===== config.mk =====
export PLATFORM = sky130hd
export DESIGN_NAME = adc_glitch_filter
export DESIGN_NICKNAME = d
export VERILOG_FILES = /design/src/rtl/gf_pkg.sv /design/src/rtl/gf_window.sv /design/src/rtl/gf_vote.sv /design/src/rtl/gf_stats.sv /design/src/rtl/adc_glitch_filter.sv
export SDC_FILE = /design/constraint.sdc
export NUM_CORES = 1
export LEC_CHECK = 0
export ABC_AREA = 1
export BUFFER_PORTS_ARGS = -buffer_cell sky130_fd_sc_hd__buf_2
export CORE_MARGIN = 4
export CORE_UTILIZATION = 40
export CTS_BUF_LIST = sky130_fd_sc_hd__clkbuf_16
export DETAILED_ROUTE_END_ITERATION = 8
export PLACE_DENSITY_LB_ADDON = 0.05
export SKIP_CTS_REPAIR_TIMING = 1
export SLEW_MARGIN = 20
export SYNTH_ARGS = -nofsm -noshare
export SYNTH_HDL_FRONTEND = slang
export SYNTH_SLANG_ARGS = --single-unit

===== constraint.sdc =====
create_clock -name clk -period 3.69 [get_ports clk]
set_clock_uncertainty 0.2 [all_clocks]
set_input_delay 0.5535 -clock clk [delete_from_list [all_inputs] [get_ports clk]]
set_output_delay 0.5535 -clock clk [all_outputs]
set_load 0.01 [all_outputs]

===== src/rtl/gf_pkg.sv =====
package gf_pkg;
  localparam int DATA_W = 12;
  localparam int TOP_W  = 4;
  localparam int LOW_W  = DATA_W - TOP_W;

  typedef logic [DATA_W-1:0] code_t;

  typedef struct packed {
    code_t value;
    logic  reject;
    logic  disagree;
    logic  sig;
  } verdict_t;

  // Known wrong code produced at the transition into top field m.
  function automatic code_t glitch_of(input logic [TOP_W-1:0] m);
    int    p;
    logic  above;
    code_t hi;
    code_t bitp;
    p = 0;
    for (int i = TOP_W - 1; i >= 0; i--) begin
      if (m[i]) p = i;
    end
    above = 1'b0;
    for (int i = 0; i < TOP_W; i++) begin
      if (i == p + 1) above = m[i];
    end
    hi   = code_t'(m) << LOW_W;
    bitp = code_t'(1) << (p + LOW_W);
    if (above) return hi & ~bitp;
    return hi | (bitp - code_t'(1));
  endfunction
endpackage


===== src/rtl/gf_window.sv =====
module gf_window
  import gf_pkg::*;
(
  input  logic       clk,
  input  logic       rst,
  input  logic       accept,
  input  code_t      din,
  output code_t      w_old,
  output code_t      w_mid,
  output logic [1:0] fill
);
  localparam logic [1:0] FULL = 2'd2;

  always_ff @(posedge clk) begin
    if (rst) begin
      w_old <= '0;
      w_mid <= '0;
      fill  <= '0;
    end else if (accept) begin
      w_old <= w_mid;
      w_mid <= din;
      if (fill != FULL) fill <= fill + 2'd1;
    end
  end

  AST_FILL_LIMIT: assert property (@(posedge clk) disable iff (rst)
    fill != 2'd3);
  AST_IDLE_HOLD: assert property (@(posedge clk) disable iff (rst)
    !accept |=> $stable(w_mid) && $stable(w_old) && $stable(fill));
endmodule


===== src/rtl/gf_vote.sv =====
module gf_vote
  import gf_pkg::*;
#(
  parameter int TOL = 255
) (
  input  code_t    a,
  input  code_t    b,
  input  code_t    c,
  output verdict_t v
);
  localparam code_t        TOL_C = code_t'(TOL);
  localparam logic [DATA_W:0] HALF = {{DATA_W{1'b0}}, 1'b1} << (LOW_W - 1);

  function automatic code_t absdiff(input code_t x, input code_t y);
    return (x > y) ? (x - y) : (y - x);
  endfunction

  logic           ab_ok, bc_ok, ac_ok;
  code_t          mean;
  logic [TOP_W:0] near;
  logic           near_ok;

  assign ab_ok   = absdiff(a, b) < TOL_C;
  assign bc_ok   = absdiff(b, c) < TOL_C;
  assign ac_ok   = absdiff(a, c) < TOL_C;
  assign mean    = code_t'(({1'b0, a} + {1'b0, c}) >> 1);
  assign near    = (TOP_W+1)'(({1'b0, mean} + HALF) >> LOW_W);
  assign near_ok = !near[TOP_W] && (near[TOP_W-1:0] != '0);

  always_comb begin
    v = '0;
    if (ab_ok || bc_ok) begin
      v.value = b;
    end else if (ac_ok) begin
      v.value  = mean;
      v.reject = 1'b1;
      v.sig    = near_ok && (b == glitch_of(near[TOP_W-1:0]));
    end else begin
      v.value    = b;
      v.disagree = 1'b1;
    end
  end
endmodule


===== src/rtl/gf_stats.sv =====
module gf_stats #(
  parameter int CNT_W = 16
) (
  input  logic             clk,
  input  logic             rst,
  input  logic             bump,
  output logic             seen,
  output logic [CNT_W-1:0] count
);
  localparam logic [CNT_W-1:0] MAXV = '1;

  always_ff @(posedge clk) begin
    if (rst) begin
      seen  <= 1'b0;
      count <= '0;
    end else if (bump) begin
      seen <= 1'b1;
      if (count != MAXV) count <= count + 1'b1;
    end
  end

  AST_NO_OVERFLOW: assert property (@(posedge clk) disable iff (rst)
    count == MAXV |=> count == MAXV);
  AST_COUNT_MONO: assert property (@(posedge clk) disable iff (rst)
    !bump |=> $stable(count));
  AST_STICKY: assert property (@(posedge clk) disable iff (rst)
    seen |=> seen);
endmodule


===== src/rtl/adc_glitch_filter.sv =====
module adc_glitch_filter
  import gf_pkg::*;
#(
  parameter int TOL   = 255,
  parameter int CNT_W = 16
) (
  input  logic              clk,
  input  logic              rst,
  input  logic              in_valid,
  output logic              in_ready,
  input  logic [DATA_W-1:0] in_data,
  output logic              out_valid,
  input  logic              out_ready,
  output logic [DATA_W-1:0] out_data,
  output logic              out_reject,
  output logic              out_disagree,
  output logic              out_sig,
  output logic              reject_seen,
  output logic [CNT_W-1:0]  reject_count
);
  logic       accept, emit;
  code_t      w_old, w_mid;
  logic [1:0] fill;
  verdict_t   vote_v, sel, beat;

  assign in_ready = !out_valid || out_ready;
  assign accept   = in_valid && in_ready;
  assign emit     = accept && (fill != 2'd0);

  gf_window u_window (
    .clk(clk), .rst(rst), .accept(accept), .din(in_data),
    .w_old(w_old), .w_mid(w_mid), .fill(fill)
  );

  gf_vote #(.TOL(TOL)) u_vote (
    .a(w_old), .b(w_mid), .c(in_data), .v(vote_v)
  );

  always_comb begin
    if (fill == 2'd2) begin
      sel = vote_v;
    end else begin
      sel       = '0;
      sel.value = w_mid;
    end
  end

  always_ff @(posedge clk) begin
    if (rst) begin
      out_valid <= 1'b0;
      beat      <= '0;
    end else if (emit) begin
      out_valid <= 1'b1;
      beat      <= sel;
    end else if (out_ready) begin
      out_valid <= 1'b0;
    end
  end

  assign out_data     = beat.value;
  assign out_reject   = beat.reject;
  assign out_disagree = beat.disagree;
  assign out_sig      = beat.sig;

  gf_stats #(.CNT_W(CNT_W)) u_stats (
    .clk(clk), .rst(rst), .bump(emit && sel.reject),
    .seen(reject_seen), .count(reject_count)
  );

  AST_HOLD_STALL: assert property (@(posedge clk) disable iff (rst)
    out_valid && !out_ready |=> out_valid && $stable(out_data)
      && $stable(out_reject) && $stable(out_disagree) && $stable(out_sig));
  AST_FLAGS_EXCL: assert property (@(posedge clk) disable iff (rst)
    out_valid |-> !(out_reject && out_disagree));
  AST_SIG_NEEDS_REJECT: assert property (@(posedge clk) disable iff (rst)
    out_valid && out_sig |-> out_reject);
  AST_REJECT_STICKS: assert property (@(posedge clk) disable iff (rst)
    out_valid && out_reject |-> reject_seen);
endmodule


==> qor.yml <==
wl_met2_um: 11600
avgViaCountPerCell: 5.16
io_pins: 50
synth_ff_type: "dfxtp_1"
die_w_um: 145
avgSynthCellArea_um2: 5.97
slowest_stage: "dfxtp_1"
drt_wl_total_um: 25800
vdd_drop_max_mv: 0.274
place_congestion: 0.921
syn_inst: 1250
placed_cell_area_mm2: 0.00861
grt_max_degree: 48
cp.buffers_inverters: 4
wl_per_cell_um: 16.0
root_buffer: "clkbuf_16"
start_util: 0.411
path_cells: "ha_1 -> inv_1 -> fa_2 -> nand3_1 -> nand2_2 -> nand3_1 -> nand3_2 -> nand2_2 -> inv_2 -> nand2_1 -> nand2_1 -> nor2_1 -> nand2_1 -> o21ai_2 -> buf_4 -> nand3_2 -> nor2_4 -> buf_4 -> nand3_1 -> a21oi_1"
htree_levels: 3
cts_tree: "built"
cts.path.max_buffers: 2
drive_gt1_frac: 0.140
drtIter0Drc: 562
power_density_mw_per_mm2: 349
grt_use_total: 0.246
synth-edff-count: 0
die_area_mm2: 0.0209
setup_viol: 0
leakagePower_nw: 4.71
crit_fanout: 10
ys_ff_latch: 59
dr.max_layer_used: "met4"
cts_buffers: 9
required_ns: 3.75
rows: 49
route.detailed.drc: 0
ys_warn_count: 0
ys_seq_area_frac: 0.158
area_delta_synth_final_pct: 19.6
post-dp-hpwl_um: 21500
clkSlewWorstSetupHoldPaths_ns: 0.06
fin_nets: 1487
synth.distinct_cells: 36
critPathTopFamily: "simple AND/OR/NAND/NOR gates"
antenna_cells: 0
fin_area_mm2: 0.00893
core_area_mm2: 0.0181
max_slew.worst_pin.slew_ns: 0.806
die_h_um: 145
critPathKind: "register to register"
route.met3.wl_um: 1280
rsz0062_at_grt: "no"
cap_violations: 0
critical-path-max-stage-delay_ns: 0.48
final_hold_viol_count: 0
grt_pass1_vias: 7550
end_kind: "register"
netlist_area_mm2: 0.00747
min_period_ns: 3.38
grt.overflow.total: 0
start_kind: "register"
status: "completed"
cp_data_arrival_time_ns: 3.44
antenna_found_initial: 0
async_reset_ff_frac: 0
met1_length_um: 12500
relSlewSlack: 0.462
dr.pass1.iters: 4
portBuffers: 49
vias: 8322
tns_ns: 0
fmax_mhz: 296
synth_nets: 1358
hp-class: "register to register"
clkSinkCount: 59
ant_nets: 0
fin_crit_sh: 0.915
grt_pass1_wl_um: 40400
drv_slew: 0
clk_latency_ns: 0.33
## sequential cells by signal (all words and copies together), names as in the netlist
name            flops
out_valid           1
out_data           12
u_window.w_old     12
u_stats.count      16
out_disagree        1
out_sig             1
out_reject          1
u_window.w_mid     12
u_stats.seen        1
u_window.fill       2
## final cells by class
type | count | area [um2]
Inverter | 157 | 592
Tap cell | 229 | 287
Clock buffer | 9 | 225
Fill cell | 2001 | 9220
Clock inverter | 7 | 68.8
Timing Repair Buffer | 153 | 1060
Sequential cell | 59 | 1180
Multi-Input combinational cell | 999 | 5510
## through the flow
| stage | total power, mW | utilization | setup WS (ns) | cells | hold WS (ns) |
|---|---|---|---|---|---|
| detailed placement | 2.27 | 0.475 | 0.0703 | 1597 | 0.252 |
| CTS | 3.12 | 0.491 | 0.132 | 1613 | 0.261 |
| global route | 3.36 | 0.492 | 0.0103 | 1613 | 0.281 |
| global placement | 2.27 | 0.475 | 0.0683 | 1597 | 0.249 |
| finish | 3.11 | 0.492 | 0.313 | 1613 | 0.260 |
| floorplan | 1.75 | - | 0.635 | 1250 | 0.251 |
## final timing paths
check	from	endpoint	slack (ns)	cells past startpoint
worst min-delay path	out_data[11]	out_data[11]	0.26	2
worst min register to register	out_data[11]	out_data[11]	0.26	2
worst max-delay path	u_window.w_mid[0]	u_stats.count[10]	0.31	20
worst max register to register	u_window.w_mid[0]	u_stats.count[10]	0.31	20
## cell usage after synthesis (2+ instances only)
| library cell | number | area share |
|---|---|---|
| nand4_1 | 30 | 0.025 |
| nand2_1 | 368 | 0.19 |
| nor3_1 | 9 | 0.0060 |
| nor3b_1 | 2 | 0.0020 |
| fa_1 | 7 | 0.019 |
| o21ai_2 | 3 | 0.0035 |
| xnor2_1 | 6 | 0.0070 |
| a21boi_0 | 3 | 0.0030 |
| nand2_2 | 5 | 0.0042 |
| buf_6 | 4 | 0.0060 |
| nor2_1 | 103 | 0.052 |
| o21ai_1 | 10 | 0.0067 |
| buf_4 | 7 | 0.0070 |
| a21o_1 | 2 | 0.0020 |
| inv_1 | 150 | 0.075 |
| buf_2 | 11 | 0.0074 |
| o21ai_0 | 60 | 0.040 |
| clkbuf_1 | 13 | 0.0065 |
| and2_1 | 3 | 0.0025 |
| nand3_1 | 122 | 0.082 |
| xor2_1 | 49 | 0.057 |
| o21bai_1 | 7 | 0.0070 |
| nand3_2 | 2 | 0.0027 |
| a21oi_1 | 110 | 0.074 |
| nor2_2 | 3 | 0.0025 |
| inv_2 | 6 | 0.0030 |
| o21a_1 | 4 | 0.0040 |
| ha_1 | 85 | 0.14 |
| dfxtp_1 | 59 | 0.16 |
## worst register-to-register path: cells and delay by family, from the launching register on
kind                       cells  cell delay, ns
AOI/OAI and AO/OA              2            0.31
adders and majority gates      2            0.63
buffers and inverters          4            0.52
and+or+nand+nor               12            1.21
DFF                            1            0.48
## cell families after synthesis
group,after synthesis,synth area share
and+or+nand+nor,650,0.367
AOI/OAI and AO/OA,202,0.143
buffers and inverters,192,0.106
adders and majority gates,92,0.161
DFF,59,0.158
xor gates and xnor gates,55,0.0645
## placed cells by master (no fill, tap or decap), drive strengths merged, types with 7 or more instances in the layout
cell type,n
a21oi,110
buf,153
clkbuf,9
dfxtp,59
fa,7
ha,85
inv,156
nand2,373
nand3,124
nand4,30
nor2,107
nor3,9
o21ai,73
o21bai,7
xor2,49
## power breakdown
part	switching (mW)	internal [mW]	leakage (nW)
clock	0.313	0.520	0.143
sequential	0.0286	0.669	0.483
combinational	0.983	0.600	4.08
## layer usage
metal	vias up	track usage
met5	-	0
met4	0	0.0461
met3	21	0.0347
met2	198	0.395
met1	3804	0.354
li1	4299	-
(Power assumes the default switching activity.)
